--- src/rtl/ddr_bt_pkg.sv ---
package ddr_bt_pkg;

  typedef enum logic [2:0] {
    CMD_NOP = 3'd0,
    CMD_ACT = 3'd1,
    CMD_RD  = 3'd2,
    CMD_WR  = 3'd3,
    CMD_PRE = 3'd4
  } cmd_e;

  localparam int NUM_CMD = 5;

  // round a delay up to whole clocks, never below one
  function automatic int ps2cyc(input int ps, input int tck);
    int c;
    c = (ps + tck - 1) / tck;
    return (c < 1) ? 1 : c;
  endfunction

endpackage

--- src/rtl/ddr_bt_bank.sv ---
module ddr_bt_bank #(
  parameter int CNT_W    = 6,
  parameter int OPEN_W   = 14,
  parameter int TRCD_C   = 3,
  parameter int TRAS_C   = 6,
  parameter int TRP_C    = 3,
  parameter int TRC_C    = 9,
  parameter int TWR_C    = 2,
  parameter int TDAL_C   = 5,
  parameter int OPEN_LIM = 16000
) (
  input  logic       clk_i,
  input  logic       rst_ni,
  input  logic       act_i,
  input  logic       rd_i,
  input  logic       wr_i,
  input  logic       pre_i,
  input  logic       ap_i,
  input  logic [2:0] burst_i,
  output logic       open_o,
  output logic       act_ok_o,
  output logic       col_ok_o,
  output logic       tras_ok_o,
  output logic       pre_ok_o,
  output logic       expire_o
);

  localparam logic [CNT_W-1:0]  TRCD_L = CNT_W'(TRCD_C - 1);
  localparam logic [CNT_W-1:0]  TRAS_L = CNT_W'(TRAS_C - 1);
  localparam logic [CNT_W-1:0]  TRP_L  = CNT_W'(TRP_C - 1);
  localparam logic [CNT_W-1:0]  TRC_L  = CNT_W'(TRC_C - 1);
  localparam logic [CNT_W-1:0]  TWR_L  = CNT_W'(TWR_C - 1);
  localparam logic [CNT_W-1:0]  TDAL_L = CNT_W'(TDAL_C - 1);
  localparam logic [OPEN_W-1:0] AGE_MAX  = OPEN_W'(OPEN_LIM);
  localparam logic [OPEN_W-1:0] AGE_LAST = OPEN_W'(OPEN_LIM - 1);

  logic [CNT_W-1:0]  trcd_q, tras_q, trp_q, trc_q, twr_q;
  logic [CNT_W-1:0]  bst;
  logic [OPEN_W-1:0] age_q;
  logic              open_q;
  logic              close_req;

  function automatic logic [CNT_W-1:0] dn(input logic [CNT_W-1:0] v);
    return (v == '0) ? v : v - 1'b1;
  endfunction

  assign bst       = CNT_W'(burst_i);
  assign close_req = open_q & (pre_i | ((rd_i | wr_i) & ap_i));

  always_ff @(posedge clk_i or negedge rst_ni) begin
    if (!rst_ni) begin
      open_q <= 1'b0;
      trcd_q <= '0;
      tras_q <= '0;
      trp_q  <= '0;
      trc_q  <= '0;
      twr_q  <= '0;
    end else begin
      trcd_q <= dn(trcd_q);
      tras_q <= dn(tras_q);
      trp_q  <= dn(trp_q);
      trc_q  <= dn(trc_q);
      twr_q  <= dn(twr_q);
      if (act_i) begin
        open_q <= 1'b1;
        trcd_q <= TRCD_L;
        tras_q <= TRAS_L;
        trc_q  <= TRC_L;
      end else if (close_req) begin
        open_q <= 1'b0;
        if (pre_i)     trp_q <= TRP_L;
        else if (wr_i) trp_q <= bst + TDAL_L;
        else           trp_q <= bst + TRP_L;
      end else if (wr_i) begin
        twr_q <= bst + TWR_L;
      end
    end
  end

  // cycles open since activate, saturating at the limit
  always_ff @(posedge clk_i or negedge rst_ni) begin
    if (!rst_ni)                        age_q <= '0;
    else if (act_i)                     age_q <= '0;
    else if (open_q && age_q != AGE_MAX) age_q <= age_q + 1'b1;
  end

  assign open_o    = open_q;
  assign act_ok_o  = !open_q && trp_q == '0 && trc_q == '0;
  assign col_ok_o  = open_q && trcd_q == '0;
  assign tras_ok_o = tras_q == '0;
  assign pre_ok_o  = !open_q || (tras_q == '0 && twr_q == '0);
  assign expire_o  = open_q && age_q == AGE_LAST && !close_req;

endmodule

--- src/rtl/ddr_bt_shared.sv ---
module ddr_bt_shared #(
  parameter int CNT_W  = 6,
  parameter int TRRD_C = 2,
  parameter int TWTR_C = 1
) (
  input  logic       clk_i,
  input  logic       rst_ni,
  input  logic       act_i,
  input  logic       wr_i,
  input  logic       ap_i,
  input  logic [2:0] burst_i,
  output logic       rrd_ok_o,
  output logic       wtr_ok_o,
  output logic       wap_ok_o
);

  localparam logic [CNT_W-1:0] TRRD_L = CNT_W'(TRRD_C - 1);
  localparam logic [CNT_W-1:0] TWTR_L = CNT_W'(TWTR_C - 1);

  logic [CNT_W-1:0] rrd_q, wtr_q, wap_q;
  logic [CNT_W-1:0] bst;

  assign bst = CNT_W'(burst_i);

  always_ff @(posedge clk_i or negedge rst_ni) begin
    if (!rst_ni) begin
      rrd_q <= '0;
      wtr_q <= '0;
      wap_q <= '0;
    end else begin
      rrd_q <= (rrd_q == '0) ? rrd_q : rrd_q - 1'b1;
      wtr_q <= (wtr_q == '0) ? wtr_q : wtr_q - 1'b1;
      wap_q <= (wap_q == '0) ? wap_q : wap_q - 1'b1;
      if (act_i)            rrd_q <= TRRD_L;
      if (wr_i && !ap_i)    wtr_q <= bst + TWTR_L;
      if (wr_i && ap_i)     wap_q <= bst - 1'b1;
    end
  end

  assign rrd_ok_o = rrd_q == '0;
  assign wtr_ok_o = wtr_q == '0;
  assign wap_ok_o = wap_q == '0;

endmodule

--- src/rtl/ddr_bank_timer.sv ---
module ddr_bank_timer
  import ddr_bt_pkg::*;
#(
  parameter int NUM_BANKS   = 4,
  parameter int TCK_PS      = 7500,
  parameter int TRCD_PS     = 20000,
  parameter int TRP_PS      = 20000,
  parameter int TRRD_PS     = 15000,
  parameter int TRC_PS      = 65000,
  parameter int TRAS_PS     = 45000,
  parameter int TRAS_MAX_PS = 120000000,
  parameter int TWR_PS      = 15000,
  parameter int TWTR_CK     = 1,
  localparam int BANK_W     = $clog2(NUM_BANKS)
) (
  input  logic                 clk_i,
  input  logic                 rst_ni,
  input  logic [2:0]           cmd_i,
  input  logic [BANK_W-1:0]    bank_i,
  input  logic                 ap_i,
  input  logic [1:0]           bl_i,
  output logic [NUM_CMD-1:0]   ready_o,
  output logic [NUM_BANKS-1:0] bank_open_o,
  output logic                 violation_o
);

  localparam int TRCD_C   = ps2cyc(TRCD_PS, TCK_PS);
  localparam int TRP_C    = ps2cyc(TRP_PS, TCK_PS);
  localparam int TRRD_C   = ps2cyc(TRRD_PS, TCK_PS);
  localparam int TRC_C    = ps2cyc(TRC_PS, TCK_PS);
  localparam int TRAS_C   = ps2cyc(TRAS_PS, TCK_PS);
  localparam int TWR_C    = ps2cyc(TWR_PS, TCK_PS);
  localparam int TDAL_C   = TWR_C + TRP_C;   // each term rounded on its own
  localparam int OPEN_LIM = ps2cyc(TRAS_MAX_PS, TCK_PS);
  localparam int MAX_LOAD = TRC_C + TRAS_C + TDAL_C + TRCD_C + TRRD_C + TWTR_CK + 8;
  localparam int CNT_W    = $clog2(MAX_LOAD + 1);
  localparam int OPEN_W   = $clog2(OPEN_LIM + 2);

  logic [2:0]           burst_c;
  logic [NUM_BANKS-1:0] act_ok, col_ok, tras_ok, pre_ok, expire, is_open;
  logic                 rrd_ok, wtr_ok, wap_ok;
  logic [NUM_CMD-1:0]   rdy;
  logic                 do_act, do_rd, do_wr, do_pre, illegal;
  logic                 viol_q;

  always_comb begin
    unique case (bl_i)
      2'd0:    burst_c = 3'd1;
      2'd1:    burst_c = 3'd2;
      default: burst_c = 3'd4;
    endcase
  end

  always_comb begin
    rdy          = '0;
    rdy[CMD_NOP] = 1'b1;
    rdy[CMD_ACT] = act_ok[bank_i] & rrd_ok;
    rdy[CMD_RD]  = col_ok[bank_i] & wtr_ok & wap_ok & (!ap_i | tras_ok[bank_i]);
    rdy[CMD_WR]  = col_ok[bank_i] & wap_ok & (!ap_i | tras_ok[bank_i]);
    rdy[CMD_PRE] = ap_i ? &pre_ok : pre_ok[bank_i];
  end

  assign do_act  = cmd_i == CMD_ACT && rdy[CMD_ACT];
  assign do_rd   = cmd_i == CMD_RD  && rdy[CMD_RD];
  assign do_wr   = cmd_i == CMD_WR  && rdy[CMD_WR];
  assign do_pre  = cmd_i == CMD_PRE && rdy[CMD_PRE];
  assign illegal = (cmd_i == CMD_ACT && !rdy[CMD_ACT]) ||
                   (cmd_i == CMD_RD  && !rdy[CMD_RD])  ||
                   (cmd_i == CMD_WR  && !rdy[CMD_WR])  ||
                   (cmd_i == CMD_PRE && !rdy[CMD_PRE]);

  for (genvar g = 0; g < NUM_BANKS; g++) begin : g_bank
    logic sel;
    assign sel = bank_i == BANK_W'(g);
    ddr_bt_bank #(
      .CNT_W   (CNT_W),
      .OPEN_W  (OPEN_W),
      .TRCD_C  (TRCD_C),
      .TRAS_C  (TRAS_C),
      .TRP_C   (TRP_C),
      .TRC_C   (TRC_C),
      .TWR_C   (TWR_C),
      .TDAL_C  (TDAL_C),
      .OPEN_LIM(OPEN_LIM)
    ) u_bank (
      .clk_i    (clk_i),
      .rst_ni   (rst_ni),
      .act_i    (do_act & sel),
      .rd_i     (do_rd & sel),
      .wr_i     (do_wr & sel),
      .pre_i    (do_pre & (ap_i | sel)),
      .ap_i     (ap_i),
      .burst_i  (burst_c),
      .open_o   (is_open[g]),
      .act_ok_o (act_ok[g]),
      .col_ok_o (col_ok[g]),
      .tras_ok_o(tras_ok[g]),
      .pre_ok_o (pre_ok[g]),
      .expire_o (expire[g])
    );
  end

  ddr_bt_shared #(
    .CNT_W (CNT_W),
    .TRRD_C(TRRD_C),
    .TWTR_C(TWTR_CK)
  ) u_shared (
    .clk_i   (clk_i),
    .rst_ni  (rst_ni),
    .act_i   (do_act),
    .wr_i    (do_wr),
    .ap_i    (ap_i),
    .burst_i (burst_c),
    .rrd_ok_o(rrd_ok),
    .wtr_ok_o(wtr_ok),
    .wap_ok_o(wap_ok)
  );

  always_ff @(posedge clk_i or negedge rst_ni) begin
    if (!rst_ni) viol_q <= 1'b0;
    else         viol_q <= illegal | (|expire);
  end

  assign ready_o     = rdy;
  assign bank_open_o = is_open;
  assign violation_o = viol_q;

endmodule

--- config.mk ---
export PLATFORM = sky130hd
export DESIGN_NAME = ddr_bank_timer
export DESIGN_NICKNAME = d
export VERILOG_FILES = /design/src/rtl/ddr_bt_pkg.sv /design/src/rtl/ddr_bt_bank.sv /design/src/rtl/ddr_bt_shared.sv /design/src/rtl/ddr_bank_timer.sv
export SDC_FILE = /design/constraint.sdc
export NUM_CORES = 1
export LEC_CHECK = 0
export ABC_AREA = 1
export ABC_CLOCK_PERIOD_IN_PS = 6900
export BUFFER_PORTS_ARGS = -buffer_cell sky130_fd_sc_hd__buf_2
export CORE_UTILIZATION = 65
export CTS_CLUSTER_SIZE = 24
export DETAILED_ROUTE_END_ITERATION = 12
export GPL_TIMING_DRIVEN = 0
export PLACE_DENSITY = 0.82
export REMOVE_ABC_BUFFERS = 1
export SETUP_SLACK_MARGIN = 0.3
export SLEW_MARGIN = 10
export SYNTH_ARGS = -nofsm -noshare
export SYNTH_HDL_FRONTEND = slang
export SYNTH_SLANG_ARGS = --single-unit
--- constraint.sdc ---
create_clock -name clk_i -period 6.9 [get_ports clk_i]
set_input_delay 0.69 -clock clk_i [delete_from_list [all_inputs] [get_ports clk_i]]
set_output_delay 0.69 -clock clk_i [all_outputs]
set_load 0.01 [all_outputs]
* Yosys cells after proc, flatten, opt, wreduce, memory -nomap -nowiden
Cells that the tools add are included.
** Cells by class
- $add $sub $neg :: 31
- Magnitude comparators :: 1
- Equality and inequality tests :: 31
- Mux-type cells :: 92
- Bitwise operators :: 44
- Reduce and logical (&&, ||, !) cells :: 93
** Operators by type and width (number)
- 6-bit 2-to-1 mux :: 66
- 6-bit zero test :: 23
- 6-bit by 1-bit subtractor with 6-bit output, second input constant :: 23
- 14-bit 2-to-1 mux :: 8
- 14-bit by 1-bit adder with 14-bit output, second input constant :: 4
- 14-bit equality test, second input constant :: 4
- 14-bit inequality test, second input constant :: 4
- 1-bit logical AND :: 38
- 1-bit bitwise AND :: 30
- 2-bit by 1-bit inequality test with 1-bit output, second input constant :: 15
- 2-bit nonzero test :: 8
- 1-bit OR :: 14
- 1-bit zero test :: 13
- 1-bit 2-to-1 mux :: 13
- 1-bit binary-select mux with 2-bit select :: 4
- 1-bit logical OR :: 7
- 3-bit by 2-bit equality test with 1-bit output, second input constant :: 2
- 3-bit one-hot mux with 2 select lines :: 1
- 3-bit by 1-bit adder with 4-bit output, second input constant :: 1
- 3-bit by 2-bit adder with 4-bit output, second input constant :: 1
- 3-bit by 3-bit adder with 4-bit output, second input constant :: 1
- 2-bit by 1-bit equality test with 1-bit output, second input constant :: 2
- 2-bit equality test, second input constant :: 2
- 2-bit zero test :: 2
- other kinds (6) :: 6
** Storage, ports and cells
- Flip-flop bits (word level) :: 199
- Input bits :: 10
- Word-level logic and storage cells :: 324

* Logic depth before layout (Yosys ltp)
Gate-level depths: netlist of run 1.
- Word-level depth :: 17
- Gate-level depth with buffers :: 17
- Mapped depth without buffers :: 17

* By module
From an unflattened synthesis of run 1, not the netlist that was laid out.
** Unflattened totals
- Cell total of the unflattened synthesis :: 1648
- Area total of the unflattened synthesis :: 12261.8 µm²
** By module, submodules not included
- ddr_bt_bank :: instances 4, cells each 354, area each 2657.5 µm²
- ddr_bt_shared :: instances 1, cells each 135, area each 1137.3 µm²
- ddr_bank_timer :: instances 1, cells each 97, area each 494.2 µm²

* Worst setup path after synthesis of run 1
Ideal clock, no wire load.
- Path type :: register -> output
- From :: reg u_shared.rrd_q[0]
- To :: out ready_o[1]
- Arrival time :: 1546 ps
- Required time :: 6210 ps
- Slack :: 4664 ps
- Stages on the path, launching flop included :: 12
- Path buffers :: 0
- Path through :: dfrtp_1 -> inv_1 -> ha_1 -> inv_1 -> nor2_1 -> inv_1 -> or2_1 -> nor2_1 -> inv_1 -> nor2_1 -> nand2_1 -> inv_1
** On the way
- Cells in the longest elaborated chain, start to end :: 2
** RTL lines
- start: declaration :: line ddr_bt_shared.sv:20 : logic [CNT_W-1:0] rrd_q, wtr_q, wap_q;
- start signal: assignment :: line ddr_bt_shared.sv:31 : rrd_q <= (rrd_q == '0) ? rrd_q : rrd_q - 1'b1;
- 6-bit zero test :: line ddr_bt_shared.sv:40 : assign rrd_ok_o = rrd_q == '0;
- 1-bit bitwise AND :: line ddr_bank_timer.sv:57 : rdy[CMD_ACT] = act_ok[bank_i] & rrd_ok;
- end: declaration :: line ddr_bank_timer.sv:22 : output logic [NUM_CMD-1:0] ready_o,
No other way between the ends.

* Worst setup path in the final report of run 1
- From :: reg g_bank[2].u_bank.trp_q[0]
- To :: reg g_bank[2].u_bank.age_q[11]
** On the way
- Cells in the longest elaborated chain, start to end :: 9
- Elaborated cells between the ends (all ways) :: 10
- Classes of those cells :: 3 x mux; 2 x bitwise; 5 x reduce/logical
** RTL lines
- start: declaration :: line ddr_bt_bank.sv:37 : logic [CNT_W-1:0] trcd_q, tras_q, trp_q, trc_q, twr_q;
- start signal: assignment :: line ddr_bt_bank.sv:61 : trp_q <= dn(trp_q);
- start signal: assignment :: line ddr_bt_bank.sv:72 : else if (wr_i) trp_q <= bst + TDAL_L;
- start signal: assignment :: line ddr_bt_bank.sv:73 : else trp_q <= bst + TRP_L;
- 6-bit zero test (*) :: line ddr_bt_bank.sv:88 : assign act_ok_o = !open_q && trp_q == '0 && trc_q == '0;
- 1-bit logical AND (*) (2 in series) :: line ddr_bt_bank.sv:88
- 1-bit binary-select mux with 2-bit select (*) :: line ddr_bank_timer.sv:57
- 1-bit 2-to-1 mux (not written as such) (*) :: line ddr_bank_timer.sv:57
- 1-bit bitwise AND (*) :: line ddr_bank_timer.sv:57
- 1-bit logical AND (*) :: line ddr_bank_timer.sv:63 : assign do_act = cmd_i == CMD_ACT && rdy[CMD_ACT];
- 1-bit bitwise AND (*) :: line ddr_bank_timer.sv:88 : .act_i (do_act & sel),
- 14-bit 2-to-1 mux or 2-bit nonzero test (tied branches)
- end signal: assignment :: line ddr_bt_bank.sv:84 : else if (open_q && age_q != AGE_MAX) age_q <= age_q + 1'b1;
- end: declaration :: line ddr_bt_bank.sv:39 : logic [OPEN_W-1:0] age_q;
Mark *: on every way between the ends. The rest lies on a longest branch, timed or not. The select of a mux whose other input is x is not followed.
A chain may end at the register's enable or synchronous reset.

==> metrics.txt, run 1 <==
Core Region=0.0175 sq mm; Pre-antenna DRT Iters=7; initial antenna violation count=2; Comb power frac=41.1%; setup TNS=0 ps; slew margin rel.=34.3%; synthesis warning total=0; Sw Pwr=0.00223 W; vias=10000; Switching Fraction=40.7%; layout cells sized above 1=5.17%; CTS H-tree lvls=4; WP data required=7220 ps; multi-input logic area=0.00567 sq mm; maxcap violations=0; CTS resizes=0; Seq/Total Area, Yosys=42.3%; peak supply drop=297 uV; Die X=137 um; Int Pwr=0.00325 W; period utilization=48.8%; Rows=48; register area=0.00498 sq mm; path category of the worst min-delay check=in2async; vias in the first global route=9565; Top Ports=20; CTS tree=yes; Setup WS pre-CTS=3540 ps; first-pass GRT wire length=42700 um; Yosys cell types=40; Final ANT Viol Nets=0; total CTS buffers=17; vias per cell=5.48; Avg Cell Area, Syn=7.49 sq um; Sink Count=199; Max Slew Vio Count=0; nets=1644; Syn Inst Count=1571; hold_buf cts=0; clock skew=13.7 ps; Synth Cell Area=0.0118 sq mm; gr ovfl total=0; most frequent cells in the layout=nand2_1 (379), inv_1 (258), dfrtp_1 (199), nor2_1 (146), nand3_1 (140); Die Ht=137 um; First DRT Iteration DRCs=772; Fill cells=1393; drt total wl=25100 um; RSZ-0062 raised after global routing=no; Yosys reg bits=199; status=finished clean; pin count of the biggest net entering global routing=109; Sequential Power Share=39.2%; Final HPWL DP=17500 um; number of synthesized flops with an enable pin=0; Skew-Pair Late Insertion Delay=440 ps; PwrDens=430 mW/mm^2; final hold violation count=0; Setup Fix Bufs, Post-CTS=0; CP endpoint kind=register; Final GP Congestion=0.906; FFs w/ async S/R, synth=100%; Avg WL per Cell=13.7 um; CP startpoint kind=register; total die area=0.0186 sq mm; DRC Markers=0; post-layout min period=3370 ps; GRT Util Overall=28.9%; # port buffers=18; Initial Util=67.3%; Pleak=6.65 nW; CP max FO=23; power share of the clock group=19.7%; Clock Tree Buf Depth=2; Layout area overhead=8.12%; Post-synth top flop=dfrtp_1; CP arrival=3690 ps; Slew @ Worst Pin=981 ps; Root Buffer=clkbuf_16; # setup viols final=0; clk slew on worst S/H paths=70 ps; commonest non-fill, non-tap cell in the layout=nand2_1; CP Class=reg2reg; final worst setup slack=3530 ps; Fmax=297 MHz
[sequential cells by signal, summed over array words and instances, names as in the netlist]
name,flops
g_bank.u_bank.twr_q,24
u_shared.rrd_q,6
g_bank.u_bank.tras_q,24
u_shared.wtr_q,6
g_bank.u_bank.age_q,56
violation_o,1
g_bank.u_bank.open_o,4
g_bank.u_bank.trc_q,24
u_shared.wap_q,6
g_bank.u_bank.trcd_q,24
g_bank.u_bank.trp_q,24
[power groups by stage]
stage	combinational, W	sequential [W]	clock (W)
CTS	0.00225	0.00213	0.00110
floorplan	0.00181	0.00205	0
global placement	0.00209	0.00212	0
finish	0.00225	0.00214	0.00108
detailed placement	0.00221	0.00214	0
global route	0.00263	0.00221	0.00115
[worst max-delay path: stages, from the launching register on]
cell and delay [ps]:
dfrtp_1 360, inv_1 110, ha_1 200, nand2_1 110, nor3_1 560, nand4_1 240
nand4_1 180, nand2_1 130, nor2_4 300, nand2_1 570, nand2_1 270, inv_1 110
nand2_1 70, nand2_1 60
[Yosys cell counts (all sizes together), types with 7 or more instances]
master  number  area, sq um
xor2        50          438
a21oi       21          109
xnor2       51          447
nand3b       7         52.6
nand3      143          731
nand2      385         1460
o211ai      12         95.1
o21ai       93          465
ha          43          538
dfrtp      199         4980
or2          8         50.1
nor4        11         68.8
nor2       152          596
nor3        56          285
inv        267         1000
nand4       29          181
buf         13         77.6
[layout make-up]
cell class                      count  area share [%]
Inverter                          271            8.00
Tap cell                          225            2.21
Timing Repair Buffer               19            1.00
Multi-Input combinational cell   1083            44.6
Clock buffer                       20            3.51
Sequential cell                   199            39.2
Antenna cell                        2          0.0394
Clock inverter                     12            1.50
[kinds of logic after synthesis]
| group | share of synthesized area, % |
|---|---|
| AO/OA/AOI/OAI | 6.61 |
| XOR/XNOR | 7.52 |
| adder cells (fa/ha/maj) | 4.57 |
| buffers and inverters | 9.47 |
| flip-flops | 42.3 |
| other | 0.0319 |
| AND/OR/NAND/NOR | 29.5 |
[stage by stage]
stage	total power (W)	utilization (%)	area, sq um	std cells	hold slack [ps]
5_1_grt	0.00599	72.8	12700	1830	294
3_5_place_dp	0.00435	69.1	12100	1797	499
3_3_place_gp	0.00422	68.9	12000	1796	490
6_report	0.00547	72.8	12700	1831	239
2_1_floorplan	0.00385	-	11700	1553	394
4_1_cts	0.00548	72.7	12700	1829	280
[final timing paths]
check / end / slack, ps / cells past startpoint / startpoint
max in group asynchronous: g_bank[0].u_bank.tras_q[1]$_DFFE_PN0P_ / 5710 / 2 / rst_ni
worst max-delay path: g_bank[2].u_bank.age_q[11]$_DFFE_PN0P_ / 3530 / 13 / g_bank[2].u_bank.trp_q[0]$_DFF_PN0_
worst max register to register: g_bank[2].u_bank.age_q[11]$_DFFE_PN0P_ / 3530 / 13 / g_bank[2].u_bank.trp_q[0]$_DFF_PN0_
min in group clk_i: g_bank[1].u_bank.trc_q[2]$_DFFE_PN0P_ / 500 / 1 / g_bank[1].u_bank.trc_q[2]$_DFFE_PN0P_
worst min register to register: g_bank[1].u_bank.trc_q[2]$_DFFE_PN0P_ / 500 / 1 / g_bank[1].u_bank.trc_q[2]$_DFFE_PN0P_
worst min-delay path: g_bank[1].u_bank.trc_q[5]$_DFFE_PN0P_ / 240 / 1 / rst_ni
[routing by layer]
layer / global-route usage (%) / vias to the layer above / wire [um]
li1: - / 5005 / -
met1: 37.9 / 4685 / 11200
met2: 47.9 / 288 / 12000
met3: 5.78 / 55 / 1440
met4: 9.75 / 2 / 468
met5: 0 / - / 8
(Power assumes the default switching activity.)
==> run 2, diff against run 1 <==
- ABC_CLOCK_PERIOD_IN_PS: 6900 -> 2900
- CORE_UTILIZATION: 65 -> 58
- PLACE_DENSITY: 0.82 -> 0.77
- clock period: 6.9 -> 2.9 ns (I/O delays scaled with it)
==> metrics.txt, run 2 (synthesis results as in run 1) <==
status=finished clean; register area=0.00498 sq mm (unchanged); gr ovfl total=0 (unchanged); most frequent cells in the layout=nand2_1 (358), inv_1 (253), dfrtp_1 (199), nand3_1 (138), nor2_1 (134); PwrDens=995 mW/mm^2 (+130%); crit-path most repeated cell=nand3_1; DRC Markers=0 (unchanged); Die Ht=144 um (+5.8%); Sw Pwr=0.00545 W (+140%); maxcap violations=0 (unchanged); Root Buffer=clkbuf_16; Power Total=0.0132 W (+140%); vias in the first global route=9377 (-2.0%); Int Pwr=0.00778 W (+140%); # setup viols final=0 (unchanged); Clock Tree Buf Depth=2 (unchanged); total die area=0.0209 sq mm (+12%); # port buffers=18 (unchanged); slowest stage cell, crit path=dfrtp_1; Pre-antenna DRT Iters=5 (-2); final worst setup slack=363 ps (-3170 ps); post-layout min period=2540 ps (-831 ps); peak supply drop=563 uV (+90%); crit-path cells=inv_1 -> ha_1 -> nand4_1 -> buf_4 -> nor2_1 -> o21ai_2 -> nor2_4 -> nand3_1 -> nand2_2 -> nand2_4 -> inv_4 -> nand3_1 -> nand2_1; Switching Fraction=41.2% (+0.54 points); Die X=144 um (+5.8%); path category of the worst min-delay check=in2reg; drt total wl=25900 um (+3.6%); initial antenna violation count=2 (unchanged); total CTS buffers=17 (unchanged); vias per cell=5.32 (-2.9%); Avg WL per Cell=13.7 um (about the same); GRT Util Overall=25.9% (-3.0 points); First DRT Iteration DRCs=748 (-3.1%); Final ANT Viol Nets=0 (unchanged); clk slew on worst S/H paths=80 ps (about the same); commonest non-fill, non-tap cell in the layout=nand2_1; Core Region=0.0197 sq mm (+12%); CP Class=reg2reg; vias=10100 (+0.65%); multi-input logic area=0.00599 sq mm (+5.6%); layout cells sized above 1=9.75% (+4.6 points); Skew-Pair Late Insertion Delay=450 ps (about the same); largest reg by FF count=g_bank.u_bank.age_q; Sink Count=199 (unchanged); CP startpoint kind=register; max FFs per register=56 (unchanged); Max Slew Vio Count=0 (unchanged); Rows=51 (+6.3%); setup TNS=0 ps (unchanged); nets=1671 (+1.6%); Post-Layout Cell Count=1897 (+3.6%); Pleak=6.86 nW (+3.1%); CTS tree=yes; period utilization=87.5% (+39 points); Top Ports=20 (unchanged); pin count of the biggest net entering global routing=111 (+1.8%); Slew @ Worst Pin=1090 ps (+109 ps); clock skew=11.9 ps (-1.86 ps); CTS H-tree lvls=4 (unchanged); Setup WS pre-CTS=-444 ps (-3980 ps); power share of the clock group=19.2% (-0.5 points); Fill cells=1652 (+19%); Comb power frac=41.8% (+0.7 points); CP max stage delay=400 ps (-170 ps); first-pass GRT wire length=42400 um (-0.73%); CP max FO=12 (-48%); hold_ws=269 ps (+29.5 ps); final hold violation count=0 (unchanged); Sequential Power Share=38.9% (-0.3 points); Fmax=394 MHz (+33%); Initial Util=59.8% (-7.5 points); WP data required=3280 ps (-3940 ps); CP endpoint kind=register; CP arrival=2920 ps (-770 ps); dpl cells=1837 (+2.2%); Layout area overhead=13.0%; slew margin rel.=27.0% (-7.3 points); RSZ-0062 raised after global routing=yes; Final HPWL DP=17400 um (-0.60%); Final GP Congestion=0.970 (+7.0%)
[run 2: cell types whose count changed in the layout (fill, tap and decap cells not counted), sizes merged]
cell / delta
buf: +24
clkbuf: -2
inv: +2
nand2: +2
bufinv: -1
clkinv: +1
diode: -1
dlygate4sd3: +1
[run 2: final timing paths]
| path | start | end | slack [ps] | depth (start not counted) |
|---|---|---|---|---|
| setup / recovery | g_bank[3].u_bank.tras_q[0]$_DFFE_PN0P_ | g_bank[1].u_bank.trp_q[3]$_DFF_PN0_ | 360 | 13 |
| hold / removal | ap_i | u_shared.wap_q[2]$_DFFE_PN0P_ | 270 | 3 |
| setup reg to reg | g_bank[3].u_bank.tras_q[0]$_DFFE_PN0P_ | g_bank[1].u_bank.trp_q[3]$_DFF_PN0_ | 360 | 13 |
| hold reg to reg | g_bank[0].u_bank.trc_q[2]$_DFFE_PN0P_ | g_bank[0].u_bank.trc_q[2]$_DFFE_PN0P_ | 510 | 1 |
| max in group asynchronous | rst_ni | g_bank[0].u_bank.age_q[1]$_DFFE_PN0P_ | 1510 | 3 |
| min in group asynchronous | rst_ni | g_bank[1].u_bank.trc_q[2]$_DFFE_PN0P_ | 430 | 2 |
[run 2: repair_timing]
action | 4_1_cts | 5_1_grt
buffers inserted | 6 | 18
hold endpoints to repair | 89 | 0
setup endpoints to repair | 168 | 120
pin swaps | 5 | 14
gates resized for setup | 28 | 56
hold buffers | 1 | 0
gates cloned | 0 | 2
[run 2: critical path: cells and delay by family, from the launching register on]
family,cells,cell delay [ps]
adder cells (fa/ha/maj),1,210
flip-flops,1,400
buffers and inverters,3,450
AND/OR/NAND/NOR,8,1320
AO/OA/AOI/OAI,1,90
[run 2: layout make-up]
type                    count  area share [%]
repair buffers             44            2.61
clock inverters            14            1.38
inverters                 271            7.71
well taps                 265            2.49
clock buffers              18            3.30
diodes                      1          0.0188
flip-flops and latches    199            37.5
multi-input cells        1085            45.0
[run 2: routing by layer]
metal | wire length, um | vias up | track usage, %
li1 | - | 5070 | -
met5 | 12 | - | 0
met2 | 12000 | 221 | 42.1
met4 | 505 | 2 | 10.0
met1 | 12100 | 4765 | 34.6
met3 | 1300 | 42 | 4.54
[run 2: power by group through the flow]
stage / Sequential, W / Clock [W] / Combinational (W)
6_report: 0.00515 / 0.00254 / 0.00554
5_1_grt: 0.00530 / 0.00268 / 0.00645
4_1_cts: 0.00509 / 0.00257 / 0.00535
3_5_place_dp: 0.00508 / 0 / 0.00524
3_3_place_gp: 0.00505 / 0 / 0.00500
2_1_floorplan: 0.00487 / 0 / 0.00430
[run 2: stage by stage]
step           area [sq um]  utilization [%]
4_1_cts               12900             65.7
3_3_place_gp          12100             61.5
5_1_grt               13300             67.6
3_5_place_dp          12100             61.7
6_report              13300             67.6
2_1_floorplan         11700                -
==> run 3, diff against run 2 <==
- ABC_AREA: 1 -> not set
- CORE_UTILIZATION: 58 -> 57
- PLACE_DENSITY: 0.77 -> 0.76
- RECOVER_POWER: not set -> 100
==> metrics.txt, run 3 <==
Fmax=300 MHz (-24%); clock skew=18.7 ps (+6.81 ps); GRT Util Overall=31.1% (+5.2 points); RSZ-0062 raised after global routing=yes; CP Launch Point=g_bank[3].u_bank.twr_q[0]$_DFF_PN0_; layout cells sized above 1=33.5% (+24 points); Slew @ Worst Pin=2260 ps (+1170 ps); PwrDens=1020 mW/mm^2 (+2.6%); most common cell in the netlist=dfrtp_1; Syn Inst Count=1222 (-22%); gr ovfl total=0 (unchanged); FF-to-FF path depth=14 (+1); CP endpoint kind=register; Initial Util=58.7% (-1.2 points); Final HPWL DP=15700 um (-9.9%); Root Buffer=clkbuf_16; number of synthesized flops with an enable pin=0 (unchanged); max FFs per register=56 (unchanged); uppermost layer routed=met4; Seq/Total Area, Yosys=45.1% (+2.7 points); violated checks=max-capacitance violations, max-slew violations, negative setup slack; vias per cell=6.31 (+18%); post-layout min period=3340 ps (+799 ps); final worst setup slack=-436 ps (-799 ps); Rows=50 (-2.0%); most frequent cells in the layout=dfrtp_1 (199), nand2_1 (109), nor2_1 (107), buf_4 (77), xnor2_1 (68); peak supply drop=536 uV (-4.9%); routed length on met1=13300 um (+10%); Core Region=0.0188 sq mm (-4.2%); Die X=141 um (-2.2%); commonest cells in the synthesized netlist=dfrtp_1 (199), nor2_1 (195), nand2_1 (133); met2 wire len=17400 um (+45%); Setup WS pre-CTS=-1040 ps (-591 ps); Synth Cell Area=0.0111 sq mm (-6.0%); DRC Markers=0 (unchanged); CTS H-tree lvls=4 (unchanged); nets=1424 (-15%); first-pass GRT wire length=48300 um (+14%); Synth area leader=dfrtp_1; Final GP Congestion=0.897 (-7.5%); Final ANT Viol Nets=0 (unchanged); clk slew on worst S/H paths=80 ps (about the same); path category of the worst min-delay check=in2reg; # setup viols final=168 (+168); Die Ht=141 um (-2.2%); Worst Setup EP=g_bank[2].u_bank.trp_q[5]$_DFF_PN0_; CP startpoint kind=register; Yosys cell types=69 (+73%); Pleak=6.30 nW (-8.2%); pin count of the biggest net entering global routing=114 (+2.7%); Top Ports=20 (unchanged); drt total wl=36200 um (+39%); WP data required=3260 ps (-20 ps); Yosys reg bits=199 (unchanged); Post-synth top flop=dfrtp_1; slew margin rel.=-50.5% (-78 points); vias in the first global route=9814 (+4.7%); maxcap violations=1 (+1); WL met3=2870 um (+120%); Clock Tree Buf Depth=2 (unchanged); area share of the largest cell type after synthesis=45.1% (+2.7 points); worst r2r src=g_bank[3].u_bank.twr_q[0]$_DFF_PN0_; status=finished, violations left; Pre-antenna DRT Iters=6 (+1); Synth area leaders=dfrtp_1 (45%), nor2_1 (6.6%), xnor2_1 (5.4%); total CTS buffers=17 (unchanged); Max Slew Vio Count=87 (+87); CTS tree=yes; commonest non-fill, non-tap cell in the layout=dfrtp_1; CP Class=reg2reg; First DRT Iteration DRCs=968 (+29%); Avg WL per Cell=22.0 um (+61%); # port buffers=18 (unchanged); vias=10400 (+2.7%); synthesis warning total=0 (unchanged); Layout area overhead=35.2%; Avg Cell Area, Syn=9.04 sq um (+21%); total die area=0.0200 sq mm (-4.3%); r2r setup slk=-440 ps (-800 ps); setup TNS=-31840 ps (-31840 ps); Skew-Pair Late Insertion Delay=460 ps (about the same); period utilization=115% (+28 points); CP max FO=5 (-7); reg2reg end=g_bank[2].u_bank.trp_q[5]$_DFF_PN0_; FFs w/ async S/R, synth=100% (unchanged); final hold violation count=0 (unchanged); largest reg by FF count=g_bank.u_bank.age_q; CP arrival=3690 ps (+770 ps); initial antenna violation count=0 (-2); Sink Count=199 (unchanged)
## run 3: cell count changes after synthesis, moves of 11 or more
| cell | before | now |
|---|---|---|
| xor2_1 | 50 | 38 |
| nand3_1 | 140 | 37 |
| nor2b_1 | 0 | 14 |
| xnor2_1 | 51 | 68 |
| a211oi_1 | 0 | 11 |
| nor2_1 | 146 | 195 |
| or3_1 | 0 | 24 |
| inv_1 | 258 | 77 |
| a21oi_1 | 20 | 53 |
| nand2b_1 | 0 | 19 |
| o21ai_0 | 82 | 40 |
| nand2_1 | 379 | 133 |
| mux2i_1 | 0 | 27 |
## run 3: logic make-up (layout without fill, tap and decap cells)
family,count (synthesis),in the layout,synth area share [%]
XOR/XNOR,106,106,8.40
flip-flops,199,199,45.1
AO/OA/AOI/OAI,152,152,8.83
multiplexers,37,37,3.60
other,1,2,0.0339
adder cells (fa/ha/maj),43,43,4.87
AND/OR/NAND/NOR,571,574,24.8
buffers and inverters,113,272,4.44
## run 3: per-stage QoR
step	instance area (sq um)	hold slack, ps	cells	total power (W)	utilization, %
after floorplan	10900	-5.59	1186	0.00873	-
after global placement	11300	479	1464	0.00956	59.8
after detailed placement	11400	340	1468	0.00982	60.3
after CTS	14000	318	1598	0.0136	74.1
after global routing	14900	323	1644	0.0161	79.3
final	14900	331	1645	0.0153	79.3
## run 3: per-layer routing
layer / track usage [%] / up-vias
met2: 53.3 / 597
met1: 36.4 / 5090
li1: - / 4445
met5: 0 / -
met3: 6.96 / 244
met4: 16.6 / 0
## run 3: worst min-delay path by stage
stage | startpoint | cells after the start | endpoint
final | ap_i | 3 | u_shared.wap_q[0]$_DFFE_PN0P_
after global placement | u_shared.rrd_q[2]$_DFFE_PN0P_ | 1 | u_shared.rrd_q[2]$_DFFE_PN0P_
after global routing | ap_i | 3 | u_shared.wap_q[0]$_DFFE_PN0P_
after floorplan | rst_ni | 0 | g_bank[0].u_bank.age_q[0]$_DFFE_PN0P_
after detailed placement | rst_ni | 1 | g_bank[2].u_bank.trc_q[5]$_DFFE_PN0P_
after CTS | ap_i | 3 | u_shared.wap_q[2]$_DFFE_PN0P_
## run 3: layout make-up
cell class | count | area, sq um
antenna | 1 | 2.50
inverter | 77 | 289
timing repair buffer | 163 | 1680
fill | 953 | 3890
multi-input combinational | 913 | 7080
sequential | 199 | 4980
tap | 260 | 325
clock inverter | 12 | 115
clock buffer | 20 | 467
## run 3: repair_timing
action / 4_1_cts / 5_1_grt
buffers inserted: 90 / 41
endpoints found under the hold margin: 86 / 0
endpoints found under the setup margin: 184 / 183
pin swaps: 103 / 73
cloned: 7 / 5
resized for setup: 302 / 134
hold buffers: 1 / 0
## run 3: power by group
group	switching, W	internal (W)
registers	0.00149	0.00408
clock network	0.00114	0.00126
logic	0.00376	0.00353
total	0.00639	0.00887
## run 3: worst max-delay path, cell delays in order, from the launching register on
cell	delay (ps)
dfrtp_1	440
inv_1	140
ha_1	180
or4b_1	570
nor4_4	300
o32ai_4	200
nor4_4	330
or2_4	280
buf_6	120
buf_6	90
a21oi_4	50
nor2_4	240
buf_6	160
buf_6	90
a21oi_2	30
